$ cat config.mk
export PLATFORM = sky130hd
export DESIGN_NAME = next_pc_unit
export DESIGN_NICKNAME = d
export VERILOG_FILES = /design/src/rtl/npc_pkg.sv /design/src/rtl/npc_decode.sv /design/src/rtl/npc_cond.sv /design/src/rtl/npc_target.sv /design/src/rtl/next_pc_unit.sv
export SDC_FILE = /design/constraint.sdc
export NUM_CORES = 1
export LEC_CHECK = 0
export ABC_AREA = 0
export CORE_AREA = 3 3 91 85
export CTS_BUF_LIST = sky130_fd_sc_hd__clkbuf_4 sky130_fd_sc_hd__clkbuf_8 sky130_fd_sc_hd__clkbuf_16
export CTS_CLUSTER_DIAMETER = 120
export DETAILED_ROUTE_END_ITERATION = 16
export DIE_AREA = 0 0 94 88
export GPL_TIMING_DRIVEN = 0
export PLACE_DENSITY_LB_ADDON = 0.08
export RECOVER_POWER = 25
export SYNTH_ARGS = -nofsm -noshare
export SYNTH_HDL_FRONTEND = slang
export SYNTH_SLANG_ARGS = --single-unit
$ cat constraint.sdc
create_clock -name clk -period 3.9 [get_ports clk]
set_input_delay 0.585 -clock clk [delete_from_list [all_inputs] [get_ports clk]]
set_output_delay 0.585 -clock clk [all_outputs]
set_load 0.02 [all_outputs]
$ cat src/rtl/npc_pkg.sv
package npc_pkg;

  localparam int OPCODE_W = 4;

  localparam logic [OPCODE_W-1:0] OPC_BRANCH = 4'b0000;
  localparam logic [OPCODE_W-1:0] OPC_JUMP   = 4'b1100;
  localparam logic [OPCODE_W-1:0] OPC_RSVD   = 4'b1101;
  localparam logic [OPCODE_W-1:0] OPC_SVC    = 4'b1111;

  // Control classification of one instruction
  typedef struct packed {
    logic is_br;
    logic is_jmp;
    logic is_svc;
    logic is_rsv;
  } ctl_t;

  // Service-call sequencing
  typedef enum logic [1:0] {
    PH_IDLE = 2'd0,
    PH_REQ  = 2'd1,
    PH_RESP = 2'd2
  } phase_e;

endpackage

$ cat src/rtl/npc_decode.sv
module npc_decode
  import npc_pkg::*;
#(
  parameter int XLEN      = 16,
  parameter int OP_LSB    = 12,
  parameter int NFLAG     = 3,
  parameter int BR_OFF_W  = 9,
  parameter int VEC_W     = 8,
  parameter int REG_IDX_W = 3,
  parameter int BASE_LSB  = 6
) (
  input  logic [XLEN-1:0]      instr,
  output ctl_t                 ctl,
  output logic [NFLAG-1:0]     mask,
  output logic [XLEN-1:0]      br_off,
  output logic [XLEN-1:0]      vec_addr,
  output logic [REG_IDX_W-1:0] base_sel
);

  localparam int SEXT_W = XLEN - BR_OFF_W;
  localparam int ZEXT_W = XLEN - VEC_W;

  logic [OPCODE_W-1:0] opcode;

  assign opcode = instr[XLEN-1:OP_LSB];

  always_comb begin
    ctl        = '0;
    ctl.is_br  = (opcode == OPC_BRANCH);
    ctl.is_jmp = (opcode == OPC_JUMP);
    ctl.is_svc = (opcode == OPC_SVC);
    ctl.is_rsv = (opcode == OPC_RSVD);
  end

  assign mask     = instr[OP_LSB-1 -: NFLAG];
  assign br_off   = {{SEXT_W{instr[BR_OFF_W-1]}}, instr[BR_OFF_W-1:0]};
  assign vec_addr = {{ZEXT_W{1'b0}}, instr[VEC_W-1:0]};
  assign base_sel = instr[BASE_LSB +: REG_IDX_W];

endmodule

$ cat src/rtl/npc_cond.sv
module npc_cond #(
  parameter int NFLAG = 3
) (
  input  logic             en,
  input  logic [NFLAG-1:0] mask,
  input  logic [NFLAG-1:0] flags,
  output logic             taken
);

  logic [NFLAG-1:0] hit;

  for (genvar gi = 0; gi < NFLAG; gi++) begin : g_flag
    assign hit[gi] = mask[gi] & flags[gi];
  end

  assign taken = en & (|hit);

endmodule

$ cat src/rtl/npc_target.sv
module npc_target #(
  parameter int XLEN = 16
) (
  input  logic [XLEN-1:0] pc,
  input  logic [XLEN-1:0] br_off,
  input  logic [XLEN-1:0] base_val,
  input  logic            is_jmp,
  input  logic            taken,
  output logic [XLEN-1:0] npc,
  output logic [XLEN-1:0] link_val
);

  logic [XLEN-1:0] seq_pc;
  logic [XLEN-1:0] br_pc;

  assign seq_pc   = pc + XLEN'(1);
  assign br_pc    = seq_pc + br_off;
  assign link_val = seq_pc;

  always_comb begin
    if (is_jmp)     npc = base_val;
    else if (taken) npc = br_pc;
    else            npc = seq_pc;
  end

endmodule

$ cat src/rtl/next_pc_unit.sv
module next_pc_unit
  import npc_pkg::*;
#(
  parameter int XLEN      = 16,
  parameter int NFLAG     = 3,
  parameter int REG_IDX_W = 3,
  parameter int LINK_REG  = 7
) (
  input  logic                 clk,
  input  logic                 rst_n,
  input  logic                 in_valid,
  output logic                 in_ready,
  input  logic [XLEN-1:0]      instr,
  input  logic [XLEN-1:0]      pc,
  input  logic [NFLAG-1:0]     cc,
  output logic [REG_IDX_W-1:0] base_sel,
  input  logic [XLEN-1:0]      base_val,
  output logic                 mem_req,
  output logic [XLEN-1:0]      mem_addr,
  input  logic [XLEN-1:0]      mem_rdata,
  output logic [XLEN-1:0]      next_pc,
  output logic                 pc_load,
  output logic                 link_we,
  output logic [REG_IDX_W-1:0] link_idx,
  output logic [XLEN-1:0]      link_data,
  output logic                 illegal
);

  localparam int OP_LSB = XLEN - OPCODE_W;

  ctl_t             ctl;
  logic [NFLAG-1:0] mask;
  logic [XLEN-1:0]  br_off;
  logic [XLEN-1:0]  vec_addr;
  logic             taken;
  logic [XLEN-1:0]  npc_comb;
  logic [XLEN-1:0]  link_val;
  logic             accept;
  phase_e           phase;

  npc_decode #(
    .XLEN(XLEN), .OP_LSB(OP_LSB), .NFLAG(NFLAG), .BR_OFF_W(9),
    .VEC_W(8), .REG_IDX_W(REG_IDX_W), .BASE_LSB(6)
  ) u_decode (
    .instr(instr), .ctl(ctl), .mask(mask), .br_off(br_off),
    .vec_addr(vec_addr), .base_sel(base_sel)
  );

  npc_cond #(.NFLAG(NFLAG)) u_cond (
    .en(ctl.is_br), .mask(mask), .flags(cc), .taken(taken)
  );

  npc_target #(.XLEN(XLEN)) u_target (
    .pc(pc), .br_off(br_off), .base_val(base_val), .is_jmp(ctl.is_jmp),
    .taken(taken), .npc(npc_comb), .link_val(link_val)
  );

  assign in_ready = (phase == PH_IDLE);
  assign accept   = in_valid & in_ready;
  assign link_idx = REG_IDX_W'(LINK_REG);

  always_ff @(posedge clk or negedge rst_n) begin
    if (!rst_n) begin
      phase     <= PH_IDLE;
      pc_load   <= 1'b0;
      next_pc   <= '0;
      illegal   <= 1'b0;
      mem_req   <= 1'b0;
      mem_addr  <= '0;
      link_we   <= 1'b0;
      link_data <= '0;
    end else begin
      pc_load <= 1'b0;
      illegal <= 1'b0;
      mem_req <= 1'b0;
      link_we <= 1'b0;
      case (phase)
        PH_IDLE: begin
          if (accept) begin
            if (ctl.is_svc) begin
              phase     <= PH_REQ;
              mem_req   <= 1'b1;
              mem_addr  <= vec_addr;
              link_we   <= 1'b1;
              link_data <= link_val;
            end else begin
              pc_load <= 1'b1;
              next_pc <= npc_comb;
              illegal <= ctl.is_rsv;
            end
          end
        end
        PH_REQ:  phase <= PH_RESP;
        PH_RESP: begin
          phase   <= PH_IDLE;
          pc_load <= 1'b1;
          next_pc <= mem_rdata;
        end
        default: phase <= PH_IDLE;
      endcase
    end
  end

endmodule

==> impl_metrics.csv <==
group,metric,value,unit
timing,rsz0062_at_grt,"false",
synth,ys.warnings.count,0,
critical_path,critical_path.reg2reg.startpoint,"phase[1]",
synth,synth_enable_flop_cells,0,
synth,yosys.cell_count.top_type,"sky130_fd_sc_hd__nand2_1",
synth,synthTopCellsByArea,"sky130_fd_sc_hd__dfrtp_1 35%, sky130_fd_sc_hd__ha_1 7.8%, sky130_fd_sc_hd__nand2_1 6.9%, sky130_fd_sc_hd__xor2_1 4.9%, sky130_fd_sc_hd__a21oi_1 4.4%",
timing,final_count_of_negative_setup_slack_endpoints,0,
floorplanning,floorplan.rows,29,
detailed_routing,highest-signal-layer,"met4",
timing,finalMaxSlewViolations,29,
cts,h-tree-depth,2,
cts,post_cts_hold_buffer_count,0,
critical_path,worst_path_max_delay_cell,"sky130_fd_sc_hd__clkdlybuf4s50_1",
critical_path,critical_path.cell_chain,"clkdlybuf4s50_1 -> ha_1 -> nand2_1 -> nor2_1 -> and4_1 -> xor2_1 -> ha_1 -> and4_1 -> o21ai_0 -> o21bai_1 -> a21oi_1 -> xor2_1 -> nor3b_1 -> o31ai_1",
critical_path,worstPathBufferInverterCount,1,
detailed_routing,detail-route-antenna-nets,0,
final_layout,share_of_final_layout_standard_cells_stronger_than_drive_strength_1,8.893,%
final_layout,final.fill_count,594,
power,combinationalPowerShare,42.6,%
critical_path,cp-startpoint,"pc[0]",
power,power.sequential.fraction,37.4,%
critical_path,critPathMaxFanout,5,
detailed_routing,first_pass_iters,4,
floorplanning,fp.dieW,94,um
placement,placement.io_buffers,117,
timing,finalHoldViolCount,0,
timing,slew-limit-headroom,-3.275,%
final_layout,syn2layout_area_growth,44.09,%
synth,synth_seq_area_share,35.24,%
timing,clock_skew,0.004176,ns
detailed_routing,drtIter0Drc,238,
detailed_routing,routed-wl-met3,676,um
grt,antenna_found_initial,0,
placement,numPlacedInstances,591,
critical_path,worst_setup_path_end_kind,"flip-flop",
synth,synth_area_per_cell,8.613,um2
hold_path,worstHoldPathType,"primary input to async pin",
critical_path,crit_path_max_incr_delay,0.55,ns
floorplanning,chipHeight,88,um
timing,worst-slew-pin-transition,1.549,ns
outcome,outcome,"finished with violations",
final_layout,nNetsFinal,596,
detailed_routing,wl_met1,4340,um
job,timing.max_cap.violations,1,
cts,cts_tree,"yes",
timing,fin_setup_tns,0,ns
critical_path,timing.critical_path.from_type,"primary input",
critical_path,worstPathRequired,4.11,ns
power,total_leakage_power,2.002,nW
detailed_routing,met2RoutedLength,4339,um
cts,clkTransAtPathRegs,0.10,ns
synth,synthDominantCellAreaShare,35.24,%
cts,clk_root_buffer_cell,"sky130_fd_sc_hd__clkbuf_8",
power,netSwitchingPower,0.5706,mW
critical_path,timing.reg2reg.setup_slack,1.98,ns
synth,netlist_top_cells_count,"59 x sky130_fd_sc_hd__nand2_1, 45 x sky130_fd_sc_hd__dfrtp_1, 28 x sky130_fd_sc_hd__a21oi_1",
timing,layout_min_cycle_time,3.674,ns
cts,clk_latency,0.31,ns
detailed_routing,via_count,3191,
cts,ctsLongestPathBuffers,2,
cts,cts_post_setup_buffers_inserted,0,
detailed_routing,wirelength,9502,um
critical_path,timing.critical_path.arrival,3.88,ns
synth,post-synth-top-area-cell,"sky130_fd_sc_hd__dfrtp_1",
placement,place_hpwl,7654,um
detailed_routing,viasPerCell,5.327,
cts,post_cts_resized,0,
floorplanning,fp.dieArea,8272,um2
synth,synth.distinct_cells,59,
grt,grt_pass1_vias,3071,
final_layout,antenna_cells_inserted,0,
synth,async_flop_share,100.0,%
floorplanning,io-pin-count,129,
power,vdd_drop_max,0.0002401,V
timing,max_freq,272.2,MHz
critical_path,cpLargestDelayFamily,"simple AND/OR/NAND/NOR gates",
placement,gp_congestion,0.9496,
power,power.share.switching,36.30,%
timing,layout_worst_path_cycle_share,94.20,%
grt,grt_start_max_net_pins,29,
floorplanning,area_of_the_placeable_core,6894,um2
synth,synthesis.area,3196,um2
power,power.clock.fraction,20.0,%
cts,cts_inserted_buffers,5,
power,internal-power,1.001,mW
final_layout,fin_cells,599,
grt,wire_length_of_the_first_global_routing_pass,15150,um
critical_path,critical_setup_path_class,"primary input to flip-flop",
grt,grt_overflow,0,
outcome,violations,"capacitance limit, slew limit",
floorplanning,initial_core_utilization,46.35,%
cts,clock_sink_count,45,
power,power_density,341.4,nW/um2
synth,yosys_register_bits,45,
grt,grtUsageTotal,23.39,%
synth,synth_top_flop_cell,"sky130_fd_sc_hd__dfrtp_1",
synth,postSynthCellCount,371,
detailed_routing,remaining_drc_errors,0,
detailed_routing,wire_length_per_cell,15.86,um
==> area by class of cell <==
class,count,area (um2),share of cell area [%]
Clock inverter,3,21.27,0.4620
Buffer,28,181.4,3.940
Sequential cell,45,1126,24.46
Clock buffer,5,68.82,1.495
Inverter,13,50.05,1.087
Multi-Input combinational cell,294,1872,40.65
Tap cell,93,116.4,2.527
Timing Repair Buffer,118,1169,25.38
==> power by group through the flow <==
| stage | sequential, mW | combinational, mW | clock (mW) |
|---|---|---|---|
| final | 0.588 | 0.670 | 0.315 |
| after global routing | 0.598 | 0.724 | 0.343 |
| after CTS | 0.589 | 0.672 | 0.321 |
| after detailed placement | 0.597 | 0.669 | 0 |
| after global placement | 0.594 | 0.661 | 0 |
| after floorplan | 0.694 | 0.248 | 0 |
==> placed cells by master (no fill, tap or decap), types with 2 or more instances in the layout <==
| cell type | n |
|---|---|
| sky130_fd_sc_hd__clkdlybuf4s50_1 | 116 |
| sky130_fd_sc_hd__nand2_1 | 59 |
| sky130_fd_sc_hd__dfrtp_1 | 45 |
| sky130_fd_sc_hd__a21oi_1 | 28 |
| sky130_fd_sc_hd__nor2_1 | 26 |
| sky130_fd_sc_hd__o21ai_0 | 24 |
| sky130_fd_sc_hd__ha_1 | 20 |
| sky130_fd_sc_hd__xor2_1 | 18 |
| sky130_fd_sc_hd__buf_4 | 15 |
| sky130_fd_sc_hd__inv_1 | 11 |
| sky130_fd_sc_hd__conb_1 | 11 |
| sky130_fd_sc_hd__nand3_1 | 10 |
| sky130_fd_sc_hd__clkbuf_1 | 8 |
| sky130_fd_sc_hd__xnor2_1 | 7 |
| sky130_fd_sc_hd__mux2_2 | 6 |
| sky130_fd_sc_hd__o21ai_1 | 6 |
| sky130_fd_sc_hd__nor3_1 | 5 |
| sky130_fd_sc_hd__a22oi_1 | 5 |
| sky130_fd_sc_hd__o22ai_1 | 5 |
| sky130_fd_sc_hd__clkbuf_8 | 5 |
| sky130_fd_sc_hd__nand4_1 | 4 |
| sky130_fd_sc_hd__buf_2 | 4 |
| sky130_fd_sc_hd__o21a_1 | 4 |
| sky130_fd_sc_hd__o211ai_1 | 4 |
| sky130_fd_sc_hd__a221o_1 | 4 |
| sky130_fd_sc_hd__and4_1 | 3 |
| sky130_fd_sc_hd__nor2b_1 | 3 |
| sky130_fd_sc_hd__a21o_1 | 3 |
| sky130_fd_sc_hd__a211oi_1 | 3 |
| sky130_fd_sc_hd__and3_1 | 2 |
| sky130_fd_sc_hd__or2_1 | 2 |
| sky130_fd_sc_hd__clkinv_2 | 2 |
| sky130_fd_sc_hd__buf_6 | 2 |
| sky130_fd_sc_hd__o31ai_1 | 2 |
| sky130_fd_sc_hd__o221ai_1 | 2 |
| sky130_fd_sc_hd__a31oi_1 | 2 |
| sky130_fd_sc_hd__nor3b_1 | 2 |
| sky130_fd_sc_hd__a21oi_2 | 2 |
| sky130_fd_sc_hd__a311oi_1 | 2 |
==> per-layer routing <==
layer	global-route usage, %	vias to the layer above
li1	-	1559
met1	32.18	1488
met2	38.17	125
met3	4.210	19
met4	6.168	0
met5	0	-
==> final timing paths <==
| check | cells past startpoint | end |
|---|---|---|
| setup / recovery | 14 | next_pc[15] |
| hold / removal | 1 | link_data[2] |
| setup reg to reg | 6 | mem_addr[6] |
| hold reg to reg | 2 | mem_addr[1] |
| max in group asynchronous | 2 | link_data[13] |
| min in group clk | 2 | mem_addr[1] |
==> cell families (layout without fill, tap and decap cells) <==
kind of cell	after synthesis	count (layout)	synth area share [%]
AO/OA/AOI/OAI	107	107	21.69
XOR/XNOR	25	25	6.852
adder cells (fa/ha/maj)	21	21	8.457
buffers and inverters	41	167	7.243
flip-flops	45	45	35.24
multiplexers	6	6	2.114
other	2	11	0.2350
AND/OR/NAND/NOR	124	124	18.17
==> sequential cells by signal, indices dropped and copies added (netlist names) <==
register   count
illegal        1
link_data     16
link_we        1
mem_addr       8
next_pc       16
pc_load        1
phase          2
==> through the flow <==
stage	util (%)	power, mW	setup WS [ns]	instance area, um2	hold WS (ns)
after floorplan	-	0.9422	1.088	3229	0.2894
after global placement	65.52	1.255	-0.01025	4517	0.4568
after detailed placement	65.74	1.266	-0.02107	4532	0.4622
after CTS	67.04	1.582	0.3018	4622	0.2146
after global routing	66.79	1.665	0.01020	4604	0.4776
final	66.79	1.572	0.2262	4604	0.4140
Power figures use the tool's default switching activity.
